## src/rtl/rsv_pkg.sv

```systemverilog
package rsv_pkg;

  localparam int DEF_STATIONS = 4;
  localparam int DEF_DATA_W   = 32;
  localparam int DEF_REGS     = 8;
  localparam int DEF_OP_W     = 4;

  // tag 0 is reserved for "value present", so n stations need n+1 codes
  function automatic int tag_bits(input int n);
    return $clog2(n + 1);
  endfunction

  function automatic int idx_bits(input int n);
    return (n > 1) ? $clog2(n) : 1;
  endfunction

endpackage

```

## src/rtl/rsv_pick.sv

```systemverilog
module rsv_pick #(
  parameter int N     = 4,
  parameter int IDX_W = rsv_pkg::idx_bits(N)
) (
  input  logic [N-1:0]     req,
  output logic             any,
  output logic [N-1:0]     grant,
  output logic [IDX_W-1:0] idx
);

  always_comb begin
    any   = 1'b0;
    grant = '0;
    idx   = '0;
    for (int i = N - 1; i >= 0; i--) begin
      if (req[i]) begin
        any   = 1'b1;
        grant = '0;
        grant[i] = 1'b1;
        idx   = IDX_W'(i);
      end
    end
  end

endmodule

```

## src/rtl/rsv_regstat.sv

```systemverilog
module rsv_regstat #(
  parameter int NREG   = 8,
  parameter int DW     = 32,
  parameter int TAG_W  = 3,
  parameter int RIDX_W = rsv_pkg::idx_bits(NREG)
) (
  input  logic              clk,
  input  logic              rst_n,
  input  logic [RIDX_W-1:0] src1_idx,
  input  logic [RIDX_W-1:0] src2_idx,
  output logic [DW-1:0]     src1_val,
  output logic [TAG_W-1:0]  src1_qi,
  output logic [DW-1:0]     src2_val,
  output logic [TAG_W-1:0]  src2_qi,
  input  logic              set_we,
  input  logic [RIDX_W-1:0] set_idx,
  input  logic [TAG_W-1:0]  set_tag,
  input  logic              cdb_valid,
  input  logic [TAG_W-1:0]  cdb_tag,
  input  logic [DW-1:0]     cdb_value,
  input  logic [RIDX_W-1:0] obs_idx,
  output logic [DW-1:0]     obs_val,
  output logic [TAG_W-1:0]  obs_qi
);

  logic [DW-1:0]    val_q [NREG];
  logic [TAG_W-1:0] qi_q  [NREG];
  logic [DW-1:0]    val_d [NREG];
  logic [TAG_W-1:0] qi_d  [NREG];

  always_comb begin
    for (int k = 0; k < NREG; k++) begin
      val_d[k] = val_q[k];
      qi_d[k]  = qi_q[k];
      if (cdb_valid && (qi_q[k] != '0) && (qi_q[k] == cdb_tag)) begin
        val_d[k] = cdb_value;
        qi_d[k]  = '0;
      end
      if (set_we && (set_idx == RIDX_W'(k))) begin
        qi_d[k] = set_tag;
      end
    end
  end

  always_ff @(posedge clk or negedge rst_n) begin
    if (!rst_n) begin
      for (int k = 0; k < NREG; k++) begin
        val_q[k] <= DW'(k);
        qi_q[k]  <= '0;
      end
    end else begin
      for (int k = 0; k < NREG; k++) begin
        val_q[k] <= val_d[k];
        qi_q[k]  <= qi_d[k];
      end
    end
  end

  assign src1_val = val_q[src1_idx];
  assign src1_qi  = qi_q[src1_idx];
  assign src2_val = val_q[src2_idx];
  assign src2_qi  = qi_q[src2_idx];
  assign obs_val  = val_q[obs_idx];
  assign obs_qi   = qi_q[obs_idx];

  for (genvar g = 0; g < NREG; g++) begin : g_chk

    reg_capture_chk: assert property (@(posedge clk) disable iff (!rst_n)
      (cdb_valid && qi_q[g] == cdb_tag && qi_q[g] != '0 &&
       !(set_we && set_idx == RIDX_W'(g)))
      |=> (qi_q[g] == '0 && val_q[g] == $past(cdb_value)));

    reg_owner_chk: assert property (@(posedge clk) disable iff (!rst_n)
      (set_we && set_idx == RIDX_W'(g)) |=> (qi_q[g] == $past(set_tag)));
  end

endmodule

```

## src/rtl/rsv_station.sv

```systemverilog
module rsv_station #(
  parameter int DW     = 32,
  parameter int TAG_W  = 3,
  parameter int OP_W   = 4,
  parameter int MY_TAG = 1
) (
  input  logic             clk,
  input  logic             rst_n,
  input  logic             alloc,
  input  logic [OP_W-1:0]  in_op,
  input  logic [TAG_W-1:0] in_qj,
  input  logic [DW-1:0]    in_vj,
  input  logic [TAG_W-1:0] in_qk,
  input  logic [DW-1:0]    in_vk,
  input  logic [DW-1:0]    in_a,
  input  logic             in_ld,
  input  logic [TAG_W-1:0] in_ahead,
  input  logic             cdb_valid,
  input  logic [TAG_W-1:0] cdb_tag,
  input  logic [DW-1:0]    cdb_value,
  input  logic             cdb_from_ld,
  output logic             busy,
  output logic             ready,
  output logic             is_ld,
  output logic [OP_W-1:0]  op,
  output logic [TAG_W-1:0] qj,
  output logic [TAG_W-1:0] qk,
  output logic [DW-1:0]    vj,
  output logic [DW-1:0]    vk,
  output logic [DW-1:0]    a
);

  localparam logic [TAG_W-1:0] SELF = TAG_W'(MY_TAG);

  logic             busy_q, busy_d;
  logic             ld_q, ld_d;
  logic [OP_W-1:0]  op_q, op_d;
  logic [TAG_W-1:0] qj_q, qj_d, qk_q, qk_d, ahead_q, ahead_d;
  logic [DW-1:0]    vj_q, vj_d, vk_q, vk_d, a_q, a_d;
  logic             hit_j, hit_k, hit_self, older_gone;

  assign hit_j      = cdb_valid && (qj_q != '0) && (qj_q == cdb_tag);
  assign hit_k      = cdb_valid && (qk_q != '0) && (qk_q == cdb_tag);
  assign hit_self   = cdb_valid && (cdb_tag == SELF);
  assign older_gone = cdb_valid && cdb_from_ld && !hit_self && (ahead_q != '0);

  always_comb begin
    busy_d  = busy_q;
    ld_d    = ld_q;
    op_d    = op_q;
    qj_d    = qj_q;
    qk_d    = qk_q;
    vj_d    = vj_q;
    vk_d    = vk_q;
    a_d     = a_q;
    ahead_d = ahead_q;
    if (alloc) begin
      busy_d  = 1'b1;
      ld_d    = in_ld;
      op_d    = in_op;
      qj_d    = in_qj;
      qk_d    = in_qk;
      vj_d    = in_vj;
      vk_d    = in_vk;
      a_d     = in_a;
      ahead_d = in_ld ? in_ahead : '0;
    end else if (busy_q) begin
      if (hit_j) begin
        qj_d = '0;
        vj_d = cdb_value;
      end
      if (hit_k) begin
        qk_d = '0;
        vk_d = cdb_value;
      end
      if (ld_q && older_gone) begin
        ahead_d = ahead_q - TAG_W'(1);
      end
      if (hit_self) begin
        busy_d = 1'b0;
      end
    end
  end

  always_ff @(posedge clk or negedge rst_n) begin
    if (!rst_n) begin
      busy_q  <= 1'b0;
      ld_q    <= 1'b0;
      op_q    <= '0;
      qj_q    <= '0;
      qk_q    <= '0;
      vj_q    <= '0;
      vk_q    <= '0;
      a_q     <= '0;
      ahead_q <= '0;
    end else begin
      busy_q  <= busy_d;
      ld_q    <= ld_d;
      op_q    <= op_d;
      qj_q    <= qj_d;
      qk_q    <= qk_d;
      vj_q    <= vj_d;
      vk_q    <= vk_d;
      a_q     <= a_d;
      ahead_q <= ahead_d;
    end
  end

  assign busy  = busy_q;
  assign ready = busy_q && (qj_q == '0) && (qk_q == '0) && (!ld_q || (ahead_q == '0));
  assign is_ld = ld_q;
  assign op    = op_q;
  assign qj    = qj_q;
  assign qk    = qk_q;
  assign vj    = vj_q;
  assign vk    = vk_q;
  assign a     = a_q;


  wake_j_chk: assert property (@(posedge clk) disable iff (!rst_n)
    (busy_q && !alloc && hit_j) |=> (qj_q == '0 && vj_q == $past(cdb_value)));

  wake_k_chk: assert property (@(posedge clk) disable iff (!rst_n)
    (busy_q && !alloc && hit_k) |=> (qk_q == '0 && vk_q == $past(cdb_value)));

  release_chk: assert property (@(posedge clk) disable iff (!rst_n)
    (busy_q && hit_self) |=> !busy_q);

  no_self_wait_chk: assert property (@(posedge clk) disable iff (!rst_n)
    busy_q |-> (qj_q != SELF && qk_q != SELF));

  load_src2_chk: assert property (@(posedge clk) disable iff (!rst_n)
    (busy_q && ld_q) |-> (qk_q == '0));

endmodule

```

## src/rtl/rsv_pool.sv

```systemverilog
module rsv_pool #(
  parameter int N_ST   = rsv_pkg::DEF_STATIONS,
  parameter int DW     = rsv_pkg::DEF_DATA_W,
  parameter int NREG   = rsv_pkg::DEF_REGS,
  parameter int OP_W   = rsv_pkg::DEF_OP_W,
  parameter int TAG_W  = rsv_pkg::tag_bits(N_ST),
  parameter int RIDX_W = rsv_pkg::idx_bits(NREG)
) (
  input  logic                 clk,
  input  logic                 rst_n,
  input  logic                 iss_valid,
  input  logic [OP_W-1:0]      iss_op,
  input  logic [RIDX_W-1:0]    iss_dst,
  input  logic [RIDX_W-1:0]    iss_src1,
  input  logic [RIDX_W-1:0]    iss_src2,
  input  logic [DW-1:0]        iss_imm,
  input  logic                 iss_load,
  output logic                 iss_ready,
  output logic [TAG_W-1:0]     iss_tag,
  output logic [N_ST-1:0]      st_busy,
  output logic [N_ST-1:0]      st_ready,
  input  logic [N_ST-1:0]      fin_req,
  input  logic [N_ST*DW-1:0]   fin_data,
  output logic [N_ST-1:0]      fin_ack,
  output logic                 cdb_valid,
  output logic [TAG_W-1:0]     cdb_tag,
  output logic [DW-1:0]        cdb_value,
  input  logic [TAG_W-1:0]     peek_tag,
  output logic [OP_W-1:0]      peek_op,
  output logic [TAG_W-1:0]     peek_qj,
  output logic [TAG_W-1:0]     peek_qk,
  output logic [DW-1:0]        peek_vj,
  output logic [DW-1:0]        peek_vk,
  output logic [DW-1:0]        peek_addr,
  input  logic [RIDX_W-1:0]    look_reg,
  output logic [DW-1:0]        look_val,
  output logic [TAG_W-1:0]     look_qi
);

  localparam int IDX_W = rsv_pkg::idx_bits(N_ST);

  logic [N_ST-1:0]  busy, ready, is_ld, alloc_oh, fin_oh;
  logic [OP_W-1:0]  s_op [N_ST];
  logic [TAG_W-1:0] s_qj [N_ST];
  logic [TAG_W-1:0] s_qk [N_ST];
  logic [DW-1:0]    s_vj [N_ST];
  logic [DW-1:0]    s_vk [N_ST];
  logic [DW-1:0]    s_a  [N_ST];

  logic             alloc_any, fin_any, do_iss, cdb_from_ld;
  logic [IDX_W-1:0] alloc_idx, fin_idx;

  logic [DW-1:0]    r1_val, r2_val;
  logic [TAG_W-1:0] r1_qi, r2_qi;
  logic [TAG_W-1:0] res_q1, res_q2, loads_ahead;
  logic [DW-1:0]    res_v1, res_v2;

  // free-station search, lowest index first
  rsv_pick #(.N(N_ST), .IDX_W(IDX_W)) u_alloc (
    .req   (~busy),
    .any   (alloc_any),
    .grant (alloc_oh),
    .idx   (alloc_idx)
  );

  // result bus arbiter: only stations allowed to execute may finish
  rsv_pick #(.N(N_ST), .IDX_W(IDX_W)) u_cdb_arb (
    .req   (fin_req & ready),
    .any   (fin_any),
    .grant (fin_oh),
    .idx   (fin_idx)
  );

  assign iss_ready   = alloc_any;
  assign iss_tag     = alloc_any ? (TAG_W'(alloc_idx) + TAG_W'(1)) : '0;
  assign do_iss      = iss_valid && alloc_any;
  assign fin_ack     = fin_oh;
  assign cdb_valid   = fin_any;
  assign cdb_tag     = fin_any ? (TAG_W'(fin_idx) + TAG_W'(1)) : '0;
  assign cdb_value   = fin_data[fin_idx*DW +: DW];
  assign cdb_from_ld = fin_any && is_ld[fin_idx];

  rsv_regstat #(.NREG(NREG), .DW(DW), .TAG_W(TAG_W), .RIDX_W(RIDX_W)) u_regs (
    .clk       (clk),
    .rst_n     (rst_n),
    .src1_idx  (iss_src1),
    .src2_idx  (iss_src2),
    .src1_val  (r1_val),
    .src1_qi   (r1_qi),
    .src2_val  (r2_val),
    .src2_qi   (r2_qi),
    .set_we    (do_iss),
    .set_idx   (iss_dst),
    .set_tag   (iss_tag),
    .cdb_valid (cdb_valid),
    .cdb_tag   (cdb_tag),
    .cdb_value (cdb_value),
    .obs_idx   (look_reg),
    .obs_val   (look_val),
    .obs_qi    (look_qi)
  );

  // source resolution, including a broadcast landing in the issue cycle
  always_comb begin
    res_q1 = r1_qi;
    res_v1 = '0;
    if (r1_qi == '0) begin
      res_v1 = r1_val;
    end else if (cdb_valid && (cdb_tag == r1_qi)) begin
      res_q1 = '0;
      res_v1 = cdb_value;
    end
    res_q2 = r2_qi;
    res_v2 = '0;
    if (iss_load) begin
      res_q2 = '0;
    end else if (r2_qi == '0) begin
      res_v2 = r2_val;
    end else if (cdb_valid && (cdb_tag == r2_qi)) begin
      res_q2 = '0;
      res_v2 = cdb_value;
    end
  end

  // loads still in flight after this cycle's broadcast
  always_comb begin
    loads_ahead = '0;
    for (int i = 0; i < N_ST; i++) begin
      if (busy[i] && is_ld[i] && !fin_oh[i]) begin
        loads_ahead = loads_ahead + TAG_W'(1);
      end
    end
  end

  for (genvar g = 0; g < N_ST; g++) begin : g_st
    rsv_station #(.DW(DW), .TAG_W(TAG_W), .OP_W(OP_W), .MY_TAG(g + 1)) u_st (
      .clk         (clk),
      .rst_n       (rst_n),
      .alloc       (do_iss && alloc_oh[g]),
      .in_op       (iss_op),
      .in_qj       (res_q1),
      .in_vj       (res_v1),
      .in_qk       (res_q2),
      .in_vk       (res_v2),
      .in_a        (iss_imm),
      .in_ld       (iss_load),
      .in_ahead    (loads_ahead),
      .cdb_valid   (cdb_valid),
      .cdb_tag     (cdb_tag),
      .cdb_value   (cdb_value),
      .cdb_from_ld (cdb_from_ld),
      .busy        (busy[g]),
      .ready       (ready[g]),
      .is_ld       (is_ld[g]),
      .op          (s_op[g]),
      .qj          (s_qj[g]),
      .qk          (s_qk[g]),
      .vj          (s_vj[g]),
      .vk          (s_vk[g]),
      .a           (s_a[g])
    );
  end

  assign st_busy  = busy;
  assign st_ready = ready;

  always_comb begin
    peek_op   = '0;
    peek_qj   = '0;
    peek_qk   = '0;
    peek_vj   = '0;
    peek_vk   = '0;
    peek_addr = '0;
    for (int i = 0; i < N_ST; i++) begin
      if (peek_tag == TAG_W'(i + 1)) begin
        peek_op   = s_op[i];
        peek_qj   = s_qj[i];
        peek_qk   = s_qk[i];
        peek_vj   = s_vj[i];
        peek_vk   = s_vk[i];
        peek_addr = s_vj[i] + s_a[i];
      end
    end
  end


  grant_onehot_chk: assert property (@(posedge clk) disable iff (!rst_n)
    $onehot0(fin_ack) && ((fin_ack & ~(fin_req & st_ready)) == '0));

  alloc_free_chk: assert property (@(posedge clk) disable iff (!rst_n)
    do_iss |=> $countones(st_busy) >= 1);

  no_reuse_chk: assert property (@(posedge clk) disable iff (!rst_n)
    (do_iss && cdb_valid) |-> (iss_tag != cdb_tag));

  ready_busy_chk: assert property (@(posedge clk) disable iff (!rst_n)
    (st_ready & ~st_busy) == '0);

endmodule

```

## config.mk

```make
export PLATFORM = sky130hd
export DESIGN_NAME = rsv_pool
export DESIGN_NICKNAME = d
export VERILOG_FILES = /design/src/rtl/rsv_pkg.sv /design/src/rtl/rsv_pick.sv /design/src/rtl/rsv_regstat.sv /design/src/rtl/rsv_station.sv /design/src/rtl/rsv_pool.sv
export SDC_FILE = /design/constraint.sdc
export NUM_CORES = 2
export LEC_CHECK = 0
export CORE_UTILIZATION = 35
export CTS_BUF_LIST = sky130_fd_sc_hd__clkbuf_4
export DETAILED_ROUTE_END_ITERATION = 10
export DONT_BUFFER_PORTS = 1
export PLACE_DENSITY = 0.47
export SKIP_CTS_REPAIR_TIMING = 1
export SLEW_MARGIN = 30
export SYNTH_ARGS = -nofsm -noshare
export SYNTH_HDL_FRONTEND = slang
export SYNTH_HIERARCHICAL = 1
export SYNTH_SLANG_ARGS = --single-unit
```

## constraint.sdc

```tcl
create_clock -name clk -period 6 [get_ports clk]
set_clock_uncertainty 0.15 [all_clocks]
set_input_delay 0.3 -clock clk [delete_from_list [all_inputs] [get_ports clk]]
set_output_delay 0.3 -clock clk [all_outputs]
set_load 0.1 [all_outputs]
```

Word level (Yosys, flattened, before mapping). Cells that the tools add are included.

Add/sub/neg operators: 13. Mux-type cells: 173. Reductions and logical operators: 172. Equality and inequality tests: 33. Shift-type cells: 1. Bitwise operators: 5. Magnitude comparators: 4.

Operators by type and width (count): $mux W32 (47); $bmux W32 S3 (3); $mux W3 (77); $add A32 B32 Y32 (4); $shiftx A128 B8 Y32 (1); $logic_and A1 B1 Y1 (85); $reduce_bool A3 Y1 (20); $eq A3 B3 Y1 (18); $mux W4 (12); $reduce_bool A2 Y1 (24); $logic_not A3 Y1 (15); $bmux W3 S3 (3); $reduce_and A2 Y1 (12); $mux W1 (22); $eq A3 B2 Y1 const B (6); $eq A3 B3 Y1 const B (6); $mux W2 (8); $ge A4 B4 Y1 const B (3); $logic_not A1 Y1 (12); $not A3 Y4 (3); $sub A3 B1 Y3 const B (4); $add A3 B1 Y3 const B (3); $eq A3 B1 Y1 const B (3); $add A2 B1 Y3 const B (2); 5 further kinds (8).

Input bits: 187. Register bits after elaboration: 724. Output and inout port bits: 193. Word-level logic and storage cells: 453.

Logic depth before layout (Yosys ltp).
Depth after elaboration: 20. Gate-level depth with buffers: 19. Mapped depth without buffers: 19.

Cells and area by module. Netlist, hierarchy kept.

Modules (own cells, without submodules): rsv_regstat (seq. area each 7021.7 µm², cells an instance 1097, area each 17277.8 µm², times used 1); rsv_pool (seq. area each 0.0 µm², cells an instance 1615, area each 11210.8 µm², times used 1); rsv_station at g_st[0].u_st (seq. area each 2777.7 µm², cells an instance 511, area each 5283.8 µm², times used 1); rsv_station at g_st[3].u_st (seq. area each 2777.7 µm², cells an instance 511, area each 5273.8 µm², times used 1); rsv_station at g_st[1].u_st (seq. area each 2777.7 µm², cells an instance 511, area each 5153.7 µm², times used 1); rsv_station at g_st[2].u_st (seq. area each 2777.7 µm², cells an instance 511, area each 5152.4 µm², times used 1); rsv_pick (seq. area each 0.0 µm², cells an instance 11, area each 61.3 µm², times used 2).

Least setup slack after synthesis. OpenSTA, ideal clock, no wires.

Path type: reg-to-reg. From: register g_st[0].u_st.busy_q. To: register u_regs/val_q[197] (netlist bit). Data required time: 5.725 ns. Path slack: -3.713 ns. Period minus slack after synthesis: 9.713 ns. Stages on the path, launching flop included: 12. Data arrival time: 9.438 ns. Path buffers: 2. Setup time: 0.125 ns. Cells stage by stage: dfrtp_1 -> nor4b_1 -> and2_1 -> nor2_1 -> nand2_1 -> nor2b_1 -> buf_6 -> xor2_1 -> or4_4 -> a21oi_4 -> buf_6 -> mux2_2.

Elaborated cells between the ends (all ways): 12. Classes of those cells: add/sub: 1; eq/ne: 1; shift: 1; mux: 3; bitwise: 1; reduce/logical: 5.

RTL lines: start: declaration (line rsv_station.sv:35) `logic busy_q, busy_d;`; start signal: assignment (line rsv_station.sv:97) `busy_q <= busy_d;`; $logic_and A1 B1 Y1 (3 in series) (line rsv_station.sv:110) `assign ready = busy_q && (qj_q == '0) && (qk_q == '0) && (!ld_q || (ahead_q == '0));`; net st_ready[0] (line rsv_pool.sv:21) `output logic [N_ST-1:0] st_ready,`; $and A4 B4 Y4 (line rsv_pool.sv:68) `.req (fin_req & ready),`; $mux W1 (line rsv_pick.sv:16) `if (req[i]) begin`; net cdb_valid (line rsv_pool.sv:25) `output logic cdb_valid,`; $mux W3 (line rsv_pool.sv:79) `assign cdb_tag = fin_any ? (TAG_W'(fin_idx) + TAG_W'(1)) : '0;`; net cdb_tag[0] (line rsv_pool.sv:26) `output logic [TAG_W-1:0] cdb_tag,`; $eq A3 B3 Y1 (line rsv_regstat.sv:35) `if (cdb_valid && (qi_q[k] != '0) && (qi_q[k] == cdb_tag)) begin`; $logic_and A1 B1 Y1 (line rsv_regstat.sv:35); end signal: indexed assignment (line rsv_regstat.sv:48) `val_q[k] <= DW'(k);`; end signal: indexed assignment (line rsv_regstat.sv:53) `val_q[k] <= val_d[k];`; end: declaration (line rsv_regstat.sv:26) `logic [DW-1:0] val_q [NREG];`.

The timed path passes the listed nets, and every way through them passes these cells. A chain may end at the register's enable or synchronous reset.

Final worst setup path.
From: register g_st[2].u_st.vj_q[0]. To: output port peek_addr[28].

Word-level cells in the longest chain between the ends: 3.

RTL lines: start: declaration (line rsv_station.sv:39) `logic [DW-1:0] vj_q, vj_d, vk_q, vk_d, a_q, a_d;`; start signal: assignment (line rsv_station.sv:102) `vj_q <= vj_d;`; $add A32 B32 Y32 (line rsv_pool.sv:181) `peek_addr = s_vj[i] + s_a[i];`; $mux W32 (2 in series) (line rsv_pool.sv:175) `if (peek_tag == TAG_W'(i + 1)) begin`; end: declaration (line rsv_pool.sv:34) `output logic [DW-1:0] peek_addr,`.

No other way between the ends.

==> results.txt <==
----------------------------------------------------
[Clock tree]
  Number of clock sinks ... a little over 700
  TritonCTS clock tree ... done
  Bufs on Longest Clock Path ... 3
  Clock-pin slew on the worst setup and hold paths ... approximately 0.070 ns
  Clock Latency Late Sink ... ~1.2 ns
  Number of H-tree levels ... 4
  TritonCTS buffer count ... about 210
  CTS root buf ... sky130_fd_sc_hd__clkbuf_4

[Synthesis]
  Main combinational cell family by area after synthesis ... multiplexers
  Post-synth EDFFs ... 0
  Post-Synth XOR/XNOR Area ... 0.0274
  Synthesized flop and latch total ... 724
  Share of synthesized flip-flops with an asynchronous set or reset ... 1.00
  Syn Nets ... 5106
  Area of the mapped netlist ... 49500 um2
  Sequential cell area fraction in the yosys report ... 0.366
  Post-Synth Simple-Gate Area ... 0.110
  Mux share of post-synthesis cell area ... 0.244
  Mean cell area of the mapped netlist ... ~10 um2
  Primary FF master, synth ... sky130_fd_sc_hd__dfrtp_1
  Ys Warns ... 6
  Number of distinct library cells after synthesis ... 100
  Adder-Cell Fraction of Synth Area ... 0.0363
  Synthesized-area fraction occupied by ao, oa, aoi and oai cells ... 0.169
  Cell count after synthesis ... 4778

[Cells and area]
  Layout net count ... between 5k and 6k
  Sequential cell area ... approximately 18000 um2
  Area Growth Syn to Fin ... 17.4%
  Final instance area ... a little under 60000 um2
  Most common cell after layout, fill and taps aside ... sky130_fd_sc_hd__dfrtp_1
  Most frequent cells in the layout ... sky130_fd_sc_hd__dfrtp_1 (712), sky130_fd_sc_hd__mux2_2 (502), sky130_fd_sc_hd__o21ai_0 (372)
  Fillers ... around 14k
  Footprint of the multi-input gates ... 30000 um2
  Share of the core filled with cells in the final layout ... 0.415
  Fraction of final layout cells with drive strength greater than 1 ... 0.299

[Timing]
  RSZ-0062 raised after global routing ... no
  Final cycle utilization of the critical path ... 0.952
  Number of max-slew violations in the final report ... 0
  Number of setup violations in the final report ... 0
  Max Clk Rate ... between 150 and 200 MHz
  Post-route minimum period ... 5.71 ns
  Final Hold Vio Count ... 0
  Final-layout setup total negative slack ... 0 ns
  Relative max-transition margin ... 0.230
  Pin slew with the least headroom to its limit ... about 1.1 ns

[Hold path]
  Class of the worst hold path ... input pin to register
  Hold Crit Depth ... 6

[Critical path]
  Max incr delay on CP ... about 0.76 ns
  CP Data Arrival Time ... 5.26 ns
  Worst reg-to-reg path cell count ... 17
  CP endpoint kind ... output port
  Series of cell instances along the critical path ... ha_1, inv_1, fa_1, nand2b_1, a21oi_2, o2111ai_1, a31oi_2, a221oi_1, o31ai_1, a211oi_1, xor2_1, a22oi_2, buf_4
  Critical Path Start Type ... register
  CP Class ... register to output port
  Required arrival time at the worst endpoint ... between 5 and 6 ns
  Cell with the biggest individual delay on the critical path ... sky130_fd_sc_hd__o31ai_1
  Peak fanout along the critical path ... 4

[Place]
  Number of I/O port buffers ... 0
  Post-detailed-placement half-perimeter wirelength ... around 140 mm
  Placed Area ... roughly 53000 um2
  Final estimated routing congestion in global placement ... 0.964

[Global routing]
  GR Layer Usage met1 ... 0.385
  Number of antenna violations at the first check in global routing ... 19
  Maximum number of pins on one net before global-route repair ... ~730
  Global route overflow ... 0
  Overall track demand over capacity in global routing ... 0.285
  Met2 Usage GRT ... 0.432
  Via count of the first global-routing pass ... 41.7k
  Busiest layer in global routing ... met2
  Wire length of the first global-routing pass ... 298 mm
  Met3 track demand over resource in global routing ... 0.0741

[Route]
  Vias per std cell ... around 6
  Total Wirelength ... roughly 220 mm
  Total via count after detailed routing ... 43.7k
  Number of optimization iterations in the first detailed-route pass ... 6
  Iter 0 DRT Violations ... ~4.3k
  Detailed-route DRC error count ... 0
  Final ANT Viol Nets ... 0
  Detailed-route wire length per cell ... slightly above 30 um

[Floorplanning]
  Floorplan die height ... approximately 380 um
  Initial standard-cell utilization of the core ... 0.354
  Number of standard-cell rows in the floorplan ... 137
  Boundary Pins ... 380
  Standard cell core area ... 140000 um2
  Area of the die ... around 140000 um2
  Die width ... ~380 um

[Flow run]
  Max-Cap Viols ... 0

[Run status]
  Run status ... complete, no violations

----------------------------------------------------
## cell usage after synthesis, types with 29 or more instances
master | n | area [um2]
sky130_fd_sc_hd__buf_4 | 29 | 218
sky130_fd_sc_hd__buf_6 | 30 | 338
sky130_fd_sc_hd__o21ai_0 | 386 | 1930
sky130_fd_sc_hd__and3_1 | 33 | 206
sky130_fd_sc_hd__mux2_2 | 502 | 5650
sky130_fd_sc_hd__dfrtp_1 | 712 | 17800
sky130_fd_sc_hd__mux4_2 | 243 | 5470
sky130_fd_sc_hd__nor2_1 | 342 | 1280
sky130_fd_sc_hd__xor2_1 | 71 | 622
sky130_fd_sc_hd__xnor2_1 | 84 | 736
sky130_fd_sc_hd__ha_1 | 137 | 1710
sky130_fd_sc_hd__nand3_1 | 311 | 1560
sky130_fd_sc_hd__a22oi_1 | 78 | 586
sky130_fd_sc_hd__inv_1 | 65 | 244
sky130_fd_sc_hd__buf_2 | 80 | 400
sky130_fd_sc_hd__nand3_2 | 36 | 360
sky130_fd_sc_hd__mux2i_1 | 81 | 811
sky130_fd_sc_hd__nand2_1 | 252 | 946
sky130_fd_sc_hd__o22ai_1 | 91 | 569
sky130_fd_sc_hd__o21ai_1 | 73 | 365
sky130_fd_sc_hd__a31oi_1 | 267 | 1670
sky130_fd_sc_hd__a21oi_1 | 170 | 851
sky130_fd_sc_hd__clkbuf_1 | 195 | 732
sky130_fd_sc_hd__a21o_1 | 60 | 450
## logic make-up (layout without fill, tap and decap cells)
group,after synthesis,in the layout
AOI/OAI and AO/OA,1329,1329
and+or+nand+nor,1136,1136
muxes,839,839
DFF,724,724
buffers and inverters,454,907
xor gates and xnor gates,155,155
adders and majority gates,141,141
other,0,13
## through the flow
step,std cells,hold WS (ns),setup slack (ns)
detailed placement,6484,-0.0818,0.947
CTS,6841,-1.38,0.194
floorplan,4778,-0.146,0.166
global route,7116,-0.0288,0.0400
global placement,6480,-0.0597,1.01
finish,7120,0.00410,0.290
## state kept, by name (all words and copies together) (netlist names)
name	count
u_regs/val_q	256
g_st.u_st/a	128
g_st.u_st/vj	128
g_st.u_st/vk	128
u_regs/qi_q	24
g_st.u_st/op	16
g_st.u_st/ahead_q	12
g_st.u_st/qj	12
g_st.u_st/qk	12
g_st.u_st/busy	4
g_st.u_st/is_ld	4
## metal layers
metal | share of wire | wire length, um | vias to the layer above
li1 | - | - | 18800
met1 | 0.42 | 90100 | 22400
met2 | 0.44 | 95800 | 2097
met3 | 0.090 | 19500 | 440
met4 | 0.047 | 10100 | 12
met5 | 0.00032 | 69 | -
## area by class of cell
| cell class | instances | share of cell area |
|---|---|---|
| multi-input cells | 3600 | 0.517 |
| flip-flops and latches | 724 | 0.312 |
| repair buffers | 485 | 0.0811 |
| well taps | 1876 | 0.0404 |
| clock buffers | 309 | 0.0399 |
| clock inverters | 48 | 0.00476 |
| inverters | 65 | 0.00441 |
| diodes | 13 | 0.000560 |
## final timing paths
check	slack, ns	startpoint	endpoint
worst max register to register	0.48	g_st[1].u_st/ahead_q[0]$_DFFE_PN0P_	g_st[0].u_st/vk[23]$_DFFE_PN0P_
worst max-delay path	0.29	g_st[2].u_st/vj[0]$_DFFE_PN0P_	peek_addr[28]
min in group asynchronous	0.06	rst_n	g_st[1].u_st/op[0]$_DFFE_PN0P_
worst min register to register	0.36	g_st[2].u_st/op[1]$_DFFE_PN0P_	g_st[2].u_st/op[1]$_DFFE_PN0P_
worst min-delay path	0.004	fin_req[0]	g_st[1].u_st/busy$_DFF_PN0_
max in group asynchronous	2.80	rst_n	g_st[2].u_st/a[26]$_DFFE_PN0P_
## worst max-delay path, delay by kind of cell (launching register included)
| kind | cells | cell delay (ns) |
|---|---|---|
| AO/OA/AOI/OAI | 7 | 2.32 |
| adder cells (fa/ha/maj) | 2 | 0.63 |
| flip-flops | 1 | 0.39 |
| buffers and inverters | 2 | 0.39 |
| XOR/XNOR | 1 | 0.20 |
| AND/OR/NAND/NOR | 1 | 0.19 |
Power is not shown: default switching activity piles up to over one toggle a cycle in this logic, so the estimate is an artifact.
